## src/rtl/tmr_pkg.sv

```systemverilog
package tmr_pkg;
  typedef enum logic [2:0] {
    CS_DIV2   = 3'd0,
    CS_DIV8   = 3'd1,
    CS_DIV32  = 3'd2,
    CS_DIV128 = 3'd3,
    CS_SLOW   = 3'd4,
    CS_EXT0   = 3'd5,
    CS_EXT1   = 3'd6,
    CS_EXT2   = 3'd7
  } clk_sel_e;

  localparam logic [1:0] ADDR_CMD  = 2'd0;
  localparam logic [1:0] ADDR_MODE = 2'd1;
  localparam logic [1:0] ADDR_IER  = 2'd2;

  localparam int CMD_START_BIT = 0;
  localparam int CMD_STOP_BIT  = 1;
  localparam int MODE_DOWN_BIT = 3;
  localparam int MODE_GRAY_BIT = 4;

  localparam int N_TAPS = 4;
  localparam int N_EXT  = 3;

  function automatic logic [1:0] gray_to_bin(input logic [1:0] g);
    return {g[1], g[1] ^ g[0]};
  endfunction

  function automatic logic [1:0] bin_to_gray(input logic [1:0] b);
    return {b[1], b[1] ^ b[0]};
  endfunction
endpackage

```

## src/rtl/tmr_prescaler.sv

```systemverilog
module tmr_prescaler #(
  parameter int N_TAPS  = 4,
  parameter int TAP_LOG2_0 = 1,
  parameter int TAP_LOG2_1 = 3,
  parameter int TAP_LOG2_2 = 5,
  parameter int TAP_LOG2_3 = 7
) (
  input  logic              clk_i,
  input  logic              rst_ni,
  input  logic              clr_i,
  output logic [N_TAPS-1:0] tick_o
);
  localparam int PRE_W = TAP_LOG2_3;
  localparam int TAP_LOG2 [4] = '{TAP_LOG2_0, TAP_LOG2_1, TAP_LOG2_2, TAP_LOG2_3};

  logic [PRE_W-1:0] pre_q;

  always_ff @(posedge clk_i or negedge rst_ni) begin
    if (!rst_ni)    pre_q <= '0;
    else if (clr_i) pre_q <= '0;
    else            pre_q <= pre_q + 1'b1;
  end

  // tap i fires once every 2**TAP_LOG2[i] clocks
  for (genvar i = 0; i < N_TAPS; i++) begin : g_tap
    assign tick_o[i] = &pre_q[TAP_LOG2[i]-1:0];
  end
endmodule

```

## src/rtl/tmr_ext_sync.sv

```systemverilog
module tmr_ext_sync #(
  parameter int N_EXT = 3
) (
  input  logic             clk_i,
  input  logic             rst_ni,
  input  logic [N_EXT-1:0] ext_i,
  output logic [N_EXT-1:0] rise_o
);
  for (genvar i = 0; i < N_EXT; i++) begin : g_ch
    logic meta_q, sync_q, prev_q;
    always_ff @(posedge clk_i or negedge rst_ni) begin
      if (!rst_ni) begin
        meta_q <= 1'b0;
        sync_q <= 1'b0;
        prev_q <= 1'b0;
      end else begin
        meta_q <= ext_i[i];
        sync_q <= meta_q;
        prev_q <= sync_q;
      end
    end
    assign rise_o[i] = sync_q & ~prev_q;
  end
endmodule

```

## src/rtl/tmr_gray_step.sv

```systemverilog
module tmr_gray_step
  import tmr_pkg::*;
(
  input  logic       clk_i,
  input  logic       rst_ni,
  input  logic       clr_i,
  input  logic       step_i,
  input  logic       down_i,
  output logic [1:0] gray_o
);
  logic [1:0] gray_q, bin_cur, bin_nxt;

  always_comb begin
    bin_cur = gray_to_bin(gray_q);
    bin_nxt = down_i ? bin_cur - 2'd1 : bin_cur + 2'd1;
  end

  always_ff @(posedge clk_i or negedge rst_ni) begin
    if (!rst_ni)     gray_q <= 2'b00;
    else if (clr_i)  gray_q <= 2'b00;
    else if (step_i) gray_q <= bin_to_gray(bin_nxt);
  end

  assign gray_o = gray_q;
endmodule

```

## src/rtl/tmr_counter.sv

```systemverilog
module tmr_counter #(
  parameter int W = 32
) (
  input  logic         clk_i,
  input  logic         rst_ni,
  input  logic         clr_i,
  input  logic         en_i,
  input  logic         down_i,
  input  logic         clr_ovf_i,
  output logic [W-1:0] cnt_o,
  output logic         ovf_o
);
  logic [W-1:0] cnt_q;
  logic         ovf_q;
  logic         wrap;

  assign wrap = en_i & ~clr_i & (down_i ? (cnt_q == '0) : (&cnt_q));

  always_ff @(posedge clk_i or negedge rst_ni) begin
    if (!rst_ni)     cnt_q <= '0;
    else if (clr_i)  cnt_q <= '0;
    else if (en_i)   cnt_q <= down_i ? cnt_q - 1'b1 : cnt_q + 1'b1;
  end

  // set dominates clear-on-read
  always_ff @(posedge clk_i or negedge rst_ni) begin
    if (!rst_ni)        ovf_q <= 1'b0;
    else if (wrap)      ovf_q <= 1'b1;
    else if (clr_ovf_i) ovf_q <= 1'b0;
  end

  assign cnt_o = cnt_q;
  assign ovf_o = ovf_q;
endmodule

```

## src/rtl/tmr_channel.sv

```systemverilog
module tmr_channel
  import tmr_pkg::*;
#(
  parameter int CNT_W  = 32,
  parameter int DATA_W = 32
) (
  input  logic              clk_i,
  input  logic              rst_ni,
  input  logic              slow_en_i,
  input  logic [2:0]        ext_clk_i,
  input  logic              block_start_i,
  input  logic              wr_en_i,
  input  logic [1:0]        wr_addr_i,
  input  logic [DATA_W-1:0] wr_data_i,
  input  logic              stat_rd_i,
  output logic [CNT_W-1:0]  cnt_o,
  output logic              run_o,
  output logic              ovf_o,
  output logic [1:0]        gray_o,
  output logic              irq_o
);
  clk_sel_e          clk_sel_q;
  logic              down_q, gray_en_q, ier_q, run_q;
  logic              cmd_wr, mode_wr, ier_wr;
  logic              start, stop;
  logic [N_TAPS-1:0] pre_tick;
  logic [N_EXT-1:0]  ext_rise;
  logic              src_tick, cnt_en;

  assign cmd_wr  = wr_en_i && (wr_addr_i == ADDR_CMD);
  assign mode_wr = wr_en_i && (wr_addr_i == ADDR_MODE);
  assign ier_wr  = wr_en_i && (wr_addr_i == ADDR_IER);
  assign start   = block_start_i | (cmd_wr & wr_data_i[CMD_START_BIT]);
  assign stop    = cmd_wr & wr_data_i[CMD_STOP_BIT] & ~start;

  always_ff @(posedge clk_i or negedge rst_ni) begin
    if (!rst_ni) begin
      clk_sel_q <= CS_DIV2;
      down_q    <= 1'b0;
      gray_en_q <= 1'b0;
    end else if (mode_wr) begin
      clk_sel_q <= clk_sel_e'(wr_data_i[2:0]);
      down_q    <= wr_data_i[MODE_DOWN_BIT];
      gray_en_q <= wr_data_i[MODE_GRAY_BIT];
    end
  end

  always_ff @(posedge clk_i or negedge rst_ni) begin
    if (!rst_ni)     ier_q <= 1'b0;
    else if (ier_wr) ier_q <= wr_data_i[0];
  end

  always_ff @(posedge clk_i or negedge rst_ni) begin
    if (!rst_ni)     run_q <= 1'b0;
    else if (start)  run_q <= 1'b1;
    else if (stop)   run_q <= 1'b0;
  end

  tmr_prescaler #(.N_TAPS(N_TAPS)) u_pre (
    .clk_i  (clk_i),
    .rst_ni (rst_ni),
    .clr_i  (start),
    .tick_o (pre_tick)
  );

  tmr_ext_sync #(.N_EXT(N_EXT)) u_ext (
    .clk_i  (clk_i),
    .rst_ni (rst_ni),
    .ext_i  (ext_clk_i),
    .rise_o (ext_rise)
  );

  always_comb begin
    unique case (clk_sel_q)
      CS_DIV2:   src_tick = pre_tick[0];
      CS_DIV8:   src_tick = pre_tick[1];
      CS_DIV32:  src_tick = pre_tick[2];
      CS_DIV128: src_tick = pre_tick[3];
      CS_SLOW:   src_tick = slow_en_i;
      CS_EXT0:   src_tick = ext_rise[0];
      CS_EXT1:   src_tick = ext_rise[1];
      CS_EXT2:   src_tick = ext_rise[2];
      default:   src_tick = 1'b0;
    endcase
  end

  assign cnt_en = run_q & src_tick & ~start;

  tmr_counter #(.W(CNT_W)) u_cnt (
    .clk_i     (clk_i),
    .rst_ni    (rst_ni),
    .clr_i     (start),
    .en_i      (cnt_en),
    .down_i    (down_q),
    .clr_ovf_i (stat_rd_i),
    .cnt_o     (cnt_o),
    .ovf_o     (ovf_o)
  );

  tmr_gray_step u_gray (
    .clk_i  (clk_i),
    .rst_ni (rst_ni),
    .clr_i  (start),
    .step_i (cnt_en & gray_en_q),
    .down_i (down_q),
    .gray_o (gray_o)
  );

  assign run_o = run_q;
  assign irq_o = ovf_o & ier_q;
endmodule

```

## config.mk

```make
export PLATFORM = sky130hd
export DESIGN_NAME = tmr_channel
export DESIGN_NICKNAME = d
export VERILOG_FILES = /design/src/rtl/tmr_pkg.sv /design/src/rtl/tmr_prescaler.sv /design/src/rtl/tmr_ext_sync.sv /design/src/rtl/tmr_gray_step.sv /design/src/rtl/tmr_counter.sv /design/src/rtl/tmr_channel.sv
export SDC_FILE = /design/constraint.sdc
export NUM_CORES = 1
export LEC_CHECK = 0
export BUFFER_PORTS_ARGS = -buffer_cell sky130_fd_sc_hd__buf_2
export CAP_MARGIN = 5
export CORE_MARGIN = 1.5
export CORE_UTILIZATION = 55
export CTS_CLUSTER_SIZE = 30
export DETAILED_ROUTE_END_ITERATION = 12
export HOLD_SLACK_MARGIN = 0.06
export PLACE_DENSITY = 0.91
export SLEW_MARGIN = 20
export SYNTH_ARGS = -nofsm -noshare
export SYNTH_HDL_FRONTEND = slang
export SYNTH_SLANG_ARGS = --single-unit
```

## constraint.sdc

```tcl
create_clock -name clk_i -period 4.05 [get_ports clk_i]
set_clock_uncertainty 0.15 [all_clocks]
set_input_delay 1.215 -clock clk_i [delete_from_list [all_inputs] [get_ports clk_i]]
set_output_delay 1.215 -clock clk_i [all_outputs]
set_load 0.01 [all_outputs]
```

* Word level (Yosys, flattened, before mapping)
Index checks and enable logic that the tools add are counted.
** Operators by class
- $add $sub $neg :: 5
- Reductions and logical operators :: 14
- Equal/unequal tests :: 9
- Bitwise gates (word level) :: 19
- Multiplexer cells :: 13
** Operator list (number)
- $mux 32 :: 3
- $add 32x1->32 const B :: 1
- $logic_not 32->1 :: 1
- $reduce_and 32->1 :: 1
- $sub 32x1->32 const B :: 1
- $and 1x1->1 :: 12
- $eq 3x3->1 const B :: 4
- $pmux 1 s8 :: 1
- $reduce_bool 2->1 :: 4
- $add 7x1->7 const B :: 1
- $mux 7 :: 1
- $reduce_and 7->1 :: 1
- $eq 3x2->1 const B :: 2
- $mux 2 :: 3
- $mux 1 :: 5
- $reduce_and 5->1 :: 1
- $not 1->1 :: 4
- $eq 3x1->1 const B :: 1
- $logic_and 1x1->1 :: 3
- $logic_not 3->1 :: 1
- $reduce_and 3->1 :: 1
- $add 2x1->2 const B :: 1
- $eq 2x1->1 const B :: 1
- $eq 2x2->1 const B :: 1
- other kinds (4) :: 5
** Storage, ports and cells
- Flip-flop bits (word level) :: 58
- Input port bits :: 43
- Output and inout bits :: 37
- Logic and storage cells :: 78

* Depth between registers and ports, before layout
Gate-level depths: netlist of the first run.
- Depth after elaboration :: 9
- Gate-level depth with buffers :: 11
- Gate-level depth less buffers :: 11

* Modules after synthesis
A second synthesis of the first run with hierarchy kept.
** Second synthesis, totals
- Cells, all modules :: 473
- Area, all modules :: 4272.8 sq um
** Modules (own cells, without submodules)
- tmr_counter :: times used 1, area each 3159.3 sq um, sequential area each 825.8 sq um, cells each 389
- tmr_channel :: times used 1, area each 409.1 sq um, sequential area each 175.2 sq um, cells each 33
- tmr_prescaler :: times used 1, area each 335.3 sq um, sequential area each 175.2 sq um, cells each 30
- tmr_ext_sync :: times used 1, area each 266.5 sq um, sequential area each 225.2 sq um, cells each 12
- tmr_gray_step :: times used 1, area each 102.6 sq um, sequential area each 50.0 sq um, cells each 9

* Least setup slack after synthesis of the first run
OpenSTA, ideal clock, no wires.
- Path type :: reg-to-reg
- Start :: register down_q
- End :: register u_cnt.cnt_q[31], in the netlist u_cnt.cnt_o[31]
- Stages on the path, launching flop included :: 11
- Clock period less this slack :: 3.437 ns
- Data arrival time :: 3.209 ns
- Buffers on the path :: 0
- Setup slack :: 0.613 ns
- Required time :: 3.822 ns
- Library setup time :: 0.078 ns
- Cell sequence :: dfrtp_1 > ha_1 > a21o_1 > a221oi_1 > o21bai_1 > or3b_1 > a21oi_2 > o31ai_2 > xnor2_1 > or3_1 > a21oi_1
** Between the ends
- Longest elaborated chain between the ends :: 3
** RTL lines
- from (decl) :: line tmr_channel.sv:23 : logic down_q, gray_en_q, ier_q, run_q;
- from (signal assigned) :: line tmr_channel.sv:43 : down_q <= wr_data_i[MODE_DOWN_BIT];
- $mux 32 (2 in a row) :: line tmr_counter.sv:22 : else if (en_i) cnt_q <= down_i ? cnt_q - 1'b1 : cnt_q + 1'b1;
- $mux 32 :: line tmr_counter.sv:21 : else if (clr_i) cnt_q <= '0;
- to (signal assigned) :: line tmr_counter.sv:22
- to (decl) :: line tmr_counter.sv:13 : logic [W-1:0] cnt_q;
Every way passes these cells. The select of a mux whose other input is x is not followed.
A chain may end at the register's enable or synchronous reset.

* Final worst setup path of the first run
Same ends and word-level chain as after synthesis.

==> impl_metrics.csv, run 1 <==
group,metric,value,unit
floorplanning,die_area,7940,um^2
yosys,async_flop_share,100,%
route,drt_wl_total,10100,um
grt,grt_pass1_wl,16700,um
cts,cts_resized,0,
setup_path,cp.required,4170,ps
setup_path,r2r-end,"u_cnt.cnt_o[31]",
place,placedCellCount,587,
run,max-cap-violations,0,
route,drc,0,
timing,worst_pin_slew,1030,ps
setup_path,start_kind,"register",
pwr,p_per_area,606,nW/um^2
floorplanning,fp.dieW,89.1,um
pwr,peakVddDrop,391,uV
cells_and_area,synthToLayoutAreaGrowth,16.3,%
cells_and_area,final_common_cell,"dfrtp_1",
setup_path,r2r_cells,11,
timing,finalMaxSlewViolations,0,
route,wl_per_cell,16.7,um
setup_path,crit_end,"u_cnt.cnt_o[31]",
floorplanning,start_util,56.5,%
floorplanning,fp.coreArea,7210,um^2
setup_path,critical-path-max-stage-delay,650,ps
cells_and_area,final_cells,603,
timing,fin_crit_sh,88.7,%
timing,max_freq,0.278,GHz
setup_path,path_cells,"buf_4 > ha_1 > a21o_1 > a221oi_1 > o21bai_1 > or3b_1 > a21oi_2 > o31ai_2 > xnor2_1 > or3_1 > a21oi_1",
place,place.gp.congestion,0.979,
cts,post_cts_buffers,0,
pwr,leakage,2.47,nW
yosys,syn_nets,514,
timing,setup_viol,0,
status,status,"finished clean",
floorplanning,ios,80,
cts,cts.sinks,58,
route,dr.first_iter.drc_count,265,
grt,grt_max_degree,34,
setup_path,crit_cells,11,
floorplanning,die-height,89.1,um
setup_path,path_buf_inv,1,
route,dr.pass1.iters,5,
yosys,synth_edf_count,0,
timing,grt_setup_unrepaired,"false",
setup_path,worst_path_max_delay_cell,"dfrtp_1",
cells_and_area,fill_cells,617,
cts,clk_pin_slew_worst_paths,70,ps
yosys,yosys.cell_types.count,64,
yosys,synth_area,4080,um^2
setup_path,crit_type,"register to register",
cts,cts_tree,"done",
grt,first_global_vias,3547,
cts,cts_hold_buf,0,
setup_path,r2r_slack,460,ps
cts,clockRootBuffer,"clkbuf_8",
cts,htree_levels,3,
setup_path,cp_top_family,"compound AO/OA/AOI/OAI gates",
cells_and_area,nets,576,
yosys,synthFlopType,"dfrtp_1",
cts,cts-buffers-inserted,9,
place,place.port_buffers,52,
cells_and_area,diodes,0,
cells_and_area,drive_gt1_share,19.8,%
timing,hold_viol,0,
setup_path,crit_arrival,3720,ps
route,avgViaCountPerCell,6.08,
grt,grt_overflow,0,
timing,tns,0,ps
grt,antenna_found_initial,0,
grt,grt_use_total,27.4,%
cts,clk-insertion-delay-late,350,ps
setup_path,crit_start,"down_q",
worst_hold_path,hold_class,"register to register",
cells_and_area,layout_common_cells,"dfrtp_1, buf_2, nor2_1",
setup_path,r2r-start,"down_q",
cts,cts_max_path_buffers,2,
route,vias,3667,
yosys,syn_area_per_cell,9.33,um^2
yosys,synth_seq_area_share,35.6,%
setup_path,cp-end-kind,"register",
yosys,synth-seq-cells,58,
floorplanning,rows,31,
yosys,syn_inst,437,
route,ant_nets,0,
yosys,yosys_warnings,0,
place,dp_hpwl,7440,um
timing,relSlewSlack,31.1,%
timing,fin_crit,3590,ps
setup_path,critPathMaxFanout,12,
synth_stat cells (all sizes together), types with 2 or more instances:
cell | instances | share of area (%)
and3 | 9 | 1.4
o2111ai | 2 | 0.58
buf | 4 | 0.86
and3b | 2 | 0.43
a21o | 19 | 3.6
nor2 | 52 | 4.8
o21bai | 3 | 0.64
ha | 33 | 10
o21a | 3 | 0.55
nand4 | 11 | 1.7
clkbuf | 7 | 0.64
and2 | 7 | 1.1
o211a | 2 | 0.49
nand2 | 24 | 2.2
o31ai | 2 | 0.61
nand3b | 2 | 0.37
a21oi | 42 | 5.2
nor2b | 3 | 0.46
nand3 | 11 | 1.4
nor3 | 4 | 0.61
or2 | 2 | 0.31
mux2 | 6 | 1.7
o211ai | 5 | 1.0
a31o | 2 | 0.43
mux2i | 13 | 3.2
xor2 | 14 | 3.0
or3 | 2 | 0.31
inv | 9 | 0.83
dfrtp | 58 | 36
a211oi | 5 | 0.92
xnor2 | 19 | 4.1
a31oi | 8 | 1.2
nand2b | 5 | 0.77
nor4 | 10 | 1.5
a2111oi | 4 | 1.3
o21ai | 19 | 2.7
layer usage:
layer	wire, um	vias up	GRT usage [%]
met3	614	23	6.74
met2	5020	114	47.0
li1	-	1743	-
met1	4260	1787	33.5
met5	0	-	0
met4	184	0	9.79
worst reg2reg max path: cells and delay by family (launching register included):
family          cells  cell delay, ps
compound gates      6            1300
xor+xnor            1             140
fa+ha+maj           1             300
buf+inv             1             260
flops               1             650
simple gates        2             730
metrics by stage:
stage               setup slack, ps  hold slack (ps)  cell area (um^2)  power, mW  util (%)
floorplan                       613              181              4080       1.83         -
global placement                647              186              4490       2.14      62.3
detailed placement              549              186              4490       2.19      62.3
CTS                             483              206              4740       2.87      65.7
global route                    233              209              4740       3.08      65.7
finish                          458              201              4740       2.87      65.7
power breakdown:
part           internal (mW)  switching, mW
logic                  0.597          0.798
registers              0.677          0.147
clock network          0.415          0.241
how the worst min path moves through the flow:
stage	startpoint	endpoint	depth (start not counted)	slack [ps]
detailed placement	u_ext.g_ch[1].meta_q	u_ext.g_ch[1].sync_q	0	190
global placement	u_ext.g_ch[0].meta_q	u_ext.g_ch[0].sync_q	0	190
CTS	u_ext.g_ch[0].meta_q	u_ext.g_ch[0].sync_q	0	210
global route	u_ext.g_ch[1].meta_q	u_ext.g_ch[1].sync_q	0	210
finish	u_ext.g_ch[0].meta_q	u_ext.g_ch[0].sync_q	0	200
floorplan	u_ext.g_ch[0].meta_q	u_ext.g_ch[0].sync_q	0	180
state kept, by name, indices dropped and copies added (netlist names):
signal             flops
clk_sel_q              3
down_q                 1
gray_en_q              1
ier_q                  1
run_o                  1
u_cnt.cnt_o           32
u_cnt.ovf_o            1
u_ext.g_ch.meta_q      3
u_ext.g_ch.prev_q      3
u_ext.g_ch.sync_q      3
u_gray.gray_o          2
u_pre.pre_q            7
cells by family (layout without fill, tap and decap cells):
logic type | after synthesis | count (layout) | synth area share, %
xor gates and xnor gates | 33 | 33 | 7.09
and+or+nand+nor | 149 | 149 | 18.3
DFF | 58 | 58 | 35.6
muxes | 19 | 19 | 4.85
buffers and inverters | 20 | 87 | 2.33
AOI/OAI and AO/OA | 124 | 124 | 21.2
adders and majority gates | 34 | 34 | 10.6
area by class of cell:
cell class                 count  area (um^2)  area share (%)
tap                           99          124            2.61
inverter                       9         33.8           0.712
multi-input combinational    359         2540            53.5
timing repair buffer          62          348            7.34
sequential                    58         1450            30.6
clock buffer                  13          179            3.77
clock inverter                 3         68.8            1.45
(Power assumes the default switching activity.)
==> inputs of run 2 (changes only) <==
--- a/config.mk
+++ b/config.mk
@@ -5,7 +5,7 @@
 export SDC_FILE = /design/constraint.sdc
 export NUM_CORES = 1
 export LEC_CHECK = 0
-export BUFFER_PORTS_ARGS = -buffer_cell sky130_fd_sc_hd__buf_2
+export BUFFER_PORTS_ARGS = -buffer_cell sky130_fd_sc_hd__buf_4
 export CAP_MARGIN = 5
 export CORE_MARGIN = 1.5
 export CORE_UTILIZATION = 55
==> impl_metrics.csv, run 2 (same netlist as run 1, synthesis figures left out) <==
group,metric,value,unit
status,status,"finished clean",
route,avgViaCountPerCell,6.13,
setup_path,r2r-start,"down_q",
pwr,peakVddDrop,334,uV
timing,grt_setup_unrepaired,"false",
setup_path,r2r_cells,10,
timing,tns,0,ps
route,dr.pass1.iters,5,
route,dr.first_iter.drc_count,322,
floorplanning,ios,80,
cts,post_cts_buffers,0,
setup_path,r2r_slack,510,ps
cells_and_area,nets,571,
timing,layout_setup_ws,505,ps
pwr,leakage,2.44,nW
setup_path,cp.required,4190,ps
cells_and_area,drive_gt1_share,19.2,%
route,drc,0,
place,preCtsSetupSlack,356,ps
route,ant_nets,0,
grt,antenna_found_initial,0,
cts,clk-insertion-delay-late,340,ps
grt,grt_max_degree,59,
cts,htree_levels,3,
pwr,p_per_area,593,nW/um^2
grt,grt_use_total,27.0,%
floorplanning,fp.dieW,89.1,um
timing,relSlewSlack,34.4,%
cts,cts-buffers-inserted,9,
setup_path,crit_type,"register to register",
run,max-cap-violations,0,
floorplanning,start_util,56.5,%
floorplanning,fp.coreArea,7210,um^2
setup_path,crit_arrival,3680,ps
cells_and_area,synthToLayoutAreaGrowth,17.6,%
floorplanning,die_area,7940,um^2
timing,fin_crit,3540,ps
timing,setup_viol,0,
grt,grt_pass1_wl,16400,um
setup_path,r2r-end,"u_cnt.cnt_o[30]",
timing,finalMaxSlewViolations,0,
cts,cts.sinks,58,
cells_and_area,largest_register_ffs,32,
route,drt_wl_total,10100,um
cts,cts_max_path_buffers,2,
grt,grt_overflow,0,
place,dp_hpwl,7140,um
timing,fin_crit_sh,87.5,%
cells_and_area,layout_common_cells,"dfrtp_1, buf_4, nor2_1",
route,wl_per_cell,16.8,um
setup_path,critPathMaxFanout,17,
floorplanning,rows,31,
place,place.port_buffers,52,
setup_path,cp-end-kind,"register",
timing,max_freq,0.282,GHz
setup_path,crit_start,"down_q",
grt,first_global_vias,3504,
setup_path,start_kind,"register",
cells_and_area,diodes,0,
timing,worst_pin_slew,985,ps
route,vias,3666,
cts,cts_tree,"done",
timing,hold_viol,0,
floorplanning,die-height,89.1,um
worst_hold_path,hold_class,"register to register",
cts,clockRootBuffer,"clkbuf_8",
pwr,p_total,2.84,mW
setup_path,crit_end,"u_cnt.cnt_o[30]",
cts,clk_pin_slew_worst_paths,70,ps
place,place.gp.congestion,0.954,
==> run 2: layout make-up <==
type / count / area (um^2)
Clock buffer: 9 / 124
Clock inverter: 7 / 92.6
Fill cell: 592 / 2420
Inverter: 9 / 33.8
Multi-Input combinational cell: 359 / 2540
Sequential cell: 58 / 1450
Tap cell: 99 / 124
Timing Repair Buffer: 57 / 428
==> run 2: repair_timing <==
action	in CTS	in global routing
hold buffers	0	0
resized for setup	0	1
setup endpoints to repair	0	1
==> run 2: how the worst min path moves through the flow <==
stage	start	end	slack [ps]	cells past startpoint
3_3_place_gp	u_ext.g_ch[2].meta_q	u_ext.g_ch[2].sync_q	190	0
4_1_cts	u_ext.g_ch[1].meta_q	u_ext.g_ch[1].sync_q	200	0
2_1_floorplan	u_ext.g_ch[0].meta_q	u_ext.g_ch[0].sync_q	180	0
3_5_place_dp	u_ext.g_ch[1].meta_q	u_ext.g_ch[1].sync_q	190	0
6_report	u_ext.g_ch[1].meta_q	u_ext.g_ch[1].sync_q	200	0
5_1_grt	u_ext.g_ch[1].meta_q	u_ext.g_ch[1].sync_q	210	0
==> run 2: power by group <==
group	switching (mW)	total, mW	internal (mW)
Combinational	0.792	1.42	0.627
Sequential	0.152	0.829	0.677
Clock	0.249	0.595	0.346
Total	1.19	2.84	1.65
==> run 2: critical path: stages, from the launching register on <==
cell	delay, ps
dfrtp_2	640
inv_1	150
fa_1	390
and2b_1	240
o2111ai_1	150
a2111oi_0	460
nor2_1	210
o211ai_2	280
nand3_1	160
a2111oi_0	460
or3_1	170
==> run 2: metal layers <==
metal | track usage (%) | wire, um | part of all wire [%]
met5 | 0 | 0 | 0
met4 | 9.09 | 206 | 2.0
met3 | 6.28 | 787 | 7.8
met2 | 45.9 | 4880 | 48
met1 | 33.9 | 4190 | 42
==> run 2: stage by stage <==
| stage | utilization, % | std cells | area [um^2] | hold slack [ps] |
|---|---|---|---|---|
| after floorplan | - | 437 | 4080 | 181 |
| after global placement | 63.4 | 582 | 4570 | 187 |
| after detailed placement | 63.4 | 582 | 4570 | 187 |
| after CTS | 66.4 | 598 | 4790 | 198 |
| after global routing | 66.4 | 598 | 4790 | 207 |
| final | 66.4 | 598 | 4790 | 196 |
